===== src/rtl/gpio_evt_pkg.sv =====
// Shared register addresses for the GPIO event controller.
// Assumes a 4-bit word address on the register port.
package gpio_evt_pkg;
    localparam int ADDR_W = 4;

    typedef enum logic [ADDR_W-1:0] {
        A_EN_SET   = 4'd0,
        A_EN_CLR   = 4'd1,
        A_EN_VIEW  = 4'd2,
        A_XM_SET   = 4'd3,
        A_XM_CLR   = 4'd4,
        A_XM_VIEW  = 4'd5,
        A_SEL_EDGE = 4'd6,
        A_SEL_LVL  = 4'd7,
        A_KIND     = 4'd8,
        A_SEL_FALL = 4'd9,
        A_SEL_RISE = 4'd10,
        A_POL      = 4'd11,
        A_STATUS   = 4'd12
    } gpio_reg_e;
endpackage


===== src/rtl/gpio_w1_reg.sv =====
// Per-line configuration bits driven by a write-1-to-set / write-1-to-clear pair.
// Assumes the set and clear strobes never arrive in the same cycle (different addresses).
module gpio_w1_reg #(
    parameter int WIDTH = 32
) (
    input  logic             clk,
    input  logic             rst_n,
    input  logic             set_we,
    input  logic             clr_we,
    input  logic [WIDTH-1:0] wdata,
    output logic [WIDTH-1:0] q
);
    logic [WIDTH-1:0] set_bits;
    logic [WIDTH-1:0] clr_bits;

    // Qualify write data by the strobes.
    always_comb begin
        set_bits = set_we ? wdata : '0;
        clr_bits = clr_we ? wdata : '0;
    end

    // Merge set and clear into the held bits; zeros leave bits alone.
    always_ff @(posedge clk) begin
        if (!rst_n) q <= '0;
        else        q <= (q | set_bits) & ~clr_bits;
    end
endmodule


===== src/rtl/gpio_evt_detect.sv =====
// Per-line event detector: any-change by default, or selectable edge/level with polarity.
// Assumes line_in is already synchronized to clk. Edge detection is suppressed until the
// first post-reset sample has been taken, so reset gives no false edge.
module gpio_evt_detect #(
    parameter int LINES = 32
) (
    input  logic             clk,
    input  logic             rst_n,
    input  logic [LINES-1:0] line_in,
    input  logic [LINES-1:0] xmode,
    input  logic [LINES-1:0] is_level,
    input  logic [LINES-1:0] pol_hi,
    output logic [LINES-1:0] evt
);
    logic [LINES-1:0] prev_q;
    logic             primed_q;

    // Keep the previous sample and note that it is valid.
    always_ff @(posedge clk) begin
        if (!rst_n) begin
            prev_q   <= '0;
            primed_q <= 1'b0;
        end else begin
            prev_q   <= line_in;
            primed_q <= 1'b1;
        end
    end

    for (genvar g = 0; g < LINES; g++) begin : g_line
        logic changed;
        logic at_pol;

        // Decode this line's event from its mode bits.
        always_comb begin
            changed = primed_q & (line_in[g] ^ prev_q[g]);
            at_pol  = pol_hi[g] ? line_in[g] : ~line_in[g];
            if (!xmode[g])        evt[g] = changed;
            else if (is_level[g]) evt[g] = at_pol;
            else                  evt[g] = changed & at_pol;
        end
    end
endmodule


===== src/rtl/gpio_evt_status.sv =====
// Sticky event status with clear-on-read. Events in the clearing cycle survive.
module gpio_evt_status #(
    parameter int LINES = 32
) (
    input  logic             clk,
    input  logic             rst_n,
    input  logic [LINES-1:0] evt,
    input  logic             rd_clr,
    output logic [LINES-1:0] stat
);
    // Accumulate events; a read wipes old bits before this cycle's events merge in.
    always_ff @(posedge clk) begin
        if (!rst_n)      stat <= '0;
        else if (rd_clr) stat <= evt;
        else             stat <= stat | evt;
    end
endmodule


===== src/rtl/gpio_evt_irq.sv =====
// GPIO event controller top: register decode, four set/clear config banks,
// detector, status and the combined interrupt. One access per cycle on the
// register port; read data is combinational.
module gpio_evt_irq
    import gpio_evt_pkg::*;
#(
    parameter int LINES = 32
) (
    input  logic              clk,
    input  logic              rst_n,
    input  logic              bus_sel,
    input  logic              bus_wr,
    input  logic [ADDR_W-1:0] bus_addr,
    input  logic [LINES-1:0]  bus_wdata,
    output logic [LINES-1:0]  bus_rdata,
    input  logic [LINES-1:0]  line_in,
    output logic              irq_out
);
    localparam int NBANK = 4;

    logic [LINES-1:0] mask_q, xm_q, lvl_q, pol_q, stat_q, evt;
    logic [NBANK-1:0] set_we, clr_we;
    logic [LINES-1:0] bank_q [NBANK];
    logic             wr_en, rd_en, rd_stat;

    // Qualify the access type.
    always_comb begin
        wr_en   = bus_sel &  bus_wr;
        rd_en   = bus_sel & ~bus_wr;
        rd_stat = rd_en & (bus_addr == A_STATUS);
    end

    // Per-bank strobes; the level and rising selects are the "set" side.
    always_comb begin
        set_we[0] = wr_en & (bus_addr == A_EN_SET);
        clr_we[0] = wr_en & (bus_addr == A_EN_CLR);
        set_we[1] = wr_en & (bus_addr == A_XM_SET);
        clr_we[1] = wr_en & (bus_addr == A_XM_CLR);
        set_we[2] = wr_en & (bus_addr == A_SEL_LVL);
        clr_we[2] = wr_en & (bus_addr == A_SEL_EDGE);
        set_we[3] = wr_en & (bus_addr == A_SEL_RISE);
        clr_we[3] = wr_en & (bus_addr == A_SEL_FALL);
    end

    for (genvar b = 0; b < NBANK; b++) begin : g_bank
        gpio_w1_reg #(.WIDTH(LINES)) bank_i (
            .clk    (clk),
            .rst_n  (rst_n),
            .set_we (set_we[b]),
            .clr_we (clr_we[b]),
            .wdata  (bus_wdata),
            .q      (bank_q[b])
        );
    end

    // Name the banks.
    always_comb begin
        mask_q = bank_q[0];
        xm_q   = bank_q[1];
        lvl_q  = bank_q[2];
        pol_q  = bank_q[3];
    end

    gpio_evt_detect #(.LINES(LINES)) det_i (
        .clk      (clk),
        .rst_n    (rst_n),
        .line_in  (line_in),
        .xmode    (xm_q),
        .is_level (lvl_q),
        .pol_hi   (pol_q),
        .evt      (evt)
    );

    gpio_evt_status #(.LINES(LINES)) stat_i (
        .clk    (clk),
        .rst_n  (rst_n),
        .evt    (evt),
        .rd_clr (rd_stat),
        .stat   (stat_q)
    );

    // Read multiplexer; write-only and unused addresses read 0.
    always_comb begin
        bus_rdata = '0;
        if (rd_en) begin
            case (bus_addr)
                A_EN_VIEW: bus_rdata = mask_q;
                A_XM_VIEW: bus_rdata = xm_q;
                A_KIND:    bus_rdata = lvl_q;
                A_POL:     bus_rdata = pol_q;
                A_STATUS:  bus_rdata = stat_q;
                default:   bus_rdata = '0;
            endcase
        end
    end

    // Combined interrupt: any pending line that is enabled.
    always_comb irq_out = |(stat_q & mask_q);
endmodule


===== config.mk =====
export PLATFORM = sky130hd
export DESIGN_NAME = gpio_evt_irq
export DESIGN_NICKNAME = d
export VERILOG_FILES = /design/src/rtl/gpio_evt_pkg.sv /design/src/rtl/gpio_w1_reg.sv /design/src/rtl/gpio_evt_detect.sv /design/src/rtl/gpio_evt_status.sv /design/src/rtl/gpio_evt_irq.sv
export SDC_FILE = /design/constraint.sdc
export NUM_CORES = 1
export LEC_CHECK = 0
export ABC_AREA = 1
export BUFFER_PORTS_ARGS = -buffer_cell sky130_fd_sc_hd__buf_2
export CAP_MARGIN = 20
export CELL_PAD_IN_SITES_DETAIL_PLACEMENT = 1
export CELL_PAD_IN_SITES_GLOBAL_PLACEMENT = 1
export CORE_ASPECT_RATIO = 0.6
export CORE_UTILIZATION = 38
export CTS_CLUSTER_DIAMETER = 200
export CTS_CLUSTER_SIZE = 24
export DETAILED_ROUTE_END_ITERATION = 7
export PLACE_DENSITY_LB_ADDON = 0.1
export SKIP_CTS_REPAIR_TIMING = 1
export SYNTH_ARGS = -nofsm -noshare
export SYNTH_HDL_FRONTEND = slang
export SYNTH_SLANG_ARGS = --single-unit

===== constraint.sdc =====
create_clock -name clk -period 1.03 [get_ports clk]
set_input_delay 0.1545 -clock clk [delete_from_list [all_inputs] [get_ports clk]]
set_output_delay 0.1545 -clock clk [all_outputs]
set_load 0.01 [all_outputs]

==> summary.txt <==
Yosys
  – Synth warn: 0
  – Avg Inst Size Synth: 6.42 sq um
  – Synth Net Count: 1574
  – Synthesized area: 9650 sq um
  – Synth cell types: 17
  – Gate Count Post-Synth: 1502
  – Sequential area share after synthesis: 40.0%
  – #FFs+latches synth: 193

Worst setup path
  – Cell repeated most along the worst path: nand2_2
  – Critical Path, Cell by Cell: nand2_2 > nand2_2 > nor2_2 > nand3_2 > nor2_4 > nand2_2 > buf_6
  – R2R Setup Slk: -250 ps
  – Worst-path maximum fanout: 2
  – Critical Path RT: 880 ps
  – Buf+Inv Stages, Crit Path: 1
  – Critical path startpoint category: register
  – Critical setup path kind: reg2out
  – CP peak stage delay: 350 ps
  – Data arrival, critical path: 1600 ps
  – Crit end category: output pin
  – Max stage delay cell, worst path: dfxtp_2
  – CP top delay family: simple AND/OR/NAND/NOR gates

Layout
  – Fin cells: 2132
  – Most frequent cells in the layout: nand2_1, a21oi_1, buf_4
  – Layout Area Growth over Synthesis: 55.0%
  – Layout cells sized above 1: 40.0%
  – Layout Utilization: 60.9%
  – Design area: 15000 sq um
  – # nets final: 1869
  – Commonest non-fill, non-tap cell in the layout: nand2_1

Job
  – Maxcap violations: 0

Outcome
  – Failing checks: hold timing, setup timing
  – Status: finished, violations left

Timing
  – Final setup violation count: 87
  – Sum Neg Setup Slack: -19540 ps
  – Final Hold Violating Endpoints: 8
  – Max Clock Skew: 8.62 ps
  – Worst slew pin tran: 327 ps
  – Fmax achieved: 570 MHz
  – Worst rel slew slack: 78.0%
  – Setup ws final: -723 ps
  – RSZ-0062 raised after global routing: true
  – Fin crit period: 1750 ps
  – Slew Limit Fails: 0
  – Period utilization: 170%
  – Hold slack final: -22.6 ps

Clock network
  – Clk sinks: 193
  – TritonCTS Buffers: 17
  – CTS tree: done
  – Clock Latency Late Sink: 470 ps
  – H-Tree Depth: 4
  – Root Buffer: clkbuf_16
  – Reg clk slew, reported paths: 80 ps
  – Longest Clk Path Bufs: 2

Power and ir drop
  – Comb power frac: 16.3%
  – Clock share of power: 39.0%
  – Leakage power: 6.60 nW
  – VDD IR max: 1.09 mV
  – Sw Ratio: 28.7%
  – Reg power frac: 44.7%
  – Sw power: 5.05 mW
  – Power density over the cells: 1180 nW/um^2
  – Internal: 12.5 mW

Global route
  – Global-route wire length before repair: 63.1 mm
  – Grt ovf: 0
  – Number of global-route vias before repair: 11313
  – Total GRT Usage: 31.5%
  – Pin count of the biggest net entering global routing: 39
  – Initial antenna violation count: 0

Placement
  – Dpl hpwl: 27.8 mm
  – Dpl cells: 2030
  – Post-DP Area: 12000 sq um
  – RePlAce Congestion: 0.831
  – IO Port Bufs: 104

Detailed routing
  – Final WL: 49.9 mm
  – Drt first pass iters: 5
  – DR WL/cell: 23.4 um
  – Drt drc: 0
  – Initial DRC Count: 1092
  – Vias per cell: 5.74
  – Final antenna-violating net count: 0
  – Via count: 12243

Floorplanning
  – Die Wd: 208 um
  – Core area: 24600 sq um
  – Num ports: 105
  – Initial Utilization: 39.3%
  – Die Y: 125 um
  – Rows: 44
  – Die area: 26100 sq um

Min path
  – Hold Path Class: in2reg
-- stage by stage --
stage | setup WS, ps | total power [mW]
floorplan | -22.0 | 8.87
global placement | -523 | 9.94
detailed placement | -546 | 10.0
CTS | -915 | 16.7
global route | -766 | 18.1
finish | -723 | 17.6
-- worst register-to-register path, cell delays in order, from the launching register on --
cell and delay (ps):
dfxtp_4 460, clkbuf_16 250, nand2_2 70, o21ai_1 160, nand2_1 120, a21oi_2 150
-- per-layer routing --
layer  routed length, um  share of wire, %  track usage [%]
met1               21100                42             43.6
met2               22700                45             50.8
met3                4110               8.2             4.67
met4                1990               4.0             9.32
met5                   0                 0                0
-- cell families (layout without fill, tap and decap cells) --
family / Yosys count / after routing / share of synthesized area, %
AO/OA/AOI/OAI: 356 / 356 / 18.5
buffers and inverters: 223 / 529 / 8.91
other: 0 / 1 / 0
XOR/XNOR: 32 / 32 / 2.90
flip-flops: 193 / 193 / 40.0
AND/OR/NAND/NOR: 698 / 699 / 29.7
-- cells in the mapped netlist (all sizes together) --
library cell  number  area share, %
dfxtp            193             40
nor2             166            6.6
clkbuf            62            2.4
a21oi            176            9.1
buf               21            1.1
nand3            176            9.1
xor2              32            2.9
nand4              1          0.065
nand2            354             14
o21ai            180            9.3
inv              140            5.4
and2               1          0.065
-- path summary, 6_finish.rpt --
check | endpoint | start | cells after the start
worst max-delay path | irq_out | stat_i.stat[17]$_SDFF_PN0_ | 7
worst min-delay path | det_i.prev_q[1]$_SDFF_PN0_ | line_in[1] | 3
worst max register to register | stat_i.stat[29]$_SDFF_PN0_ | det_i.primed_q$_DFF_P_ | 5
worst min register to register | g_bank[3].bank_i.q[15]$_SDFF_PN0_ | g_bank[3].bank_i.q[15]$_SDFF_PN0_ | 2
-- power groups by stage --
stage	Combinational (mW)	Clock, mW	Sequential (mW)
2_1_floorplan	0.925	0	7.95
3_3_place_gp	1.98	0	7.95
3_5_place_dp	2.04	0	7.96
4_1_cts	2.06	6.84	7.79
5_1_grt	3.01	7.20	7.87
6_report	2.87	6.85	7.86
-- state kept, by name, summed over array words and instances, names as in the netlist --
register / flops
det_i.primed_q: 1
g_bank.bank_i.q: 128
stat_i.stat: 32
det_i.prev_q: 32
-- cell type report --
cell class                 instances  area, sq um
antenna                            1         2.50
clock buffer                      27          523
clock inverter                     4         47.5
fill                            3052         9600
inverter                         140          548
multi-input combinational       1087         6150
sequential                       193         3970
tap                              322          403
timing repair buffer             358         3310
Note: power is estimated with default switching activity, not from simulation.
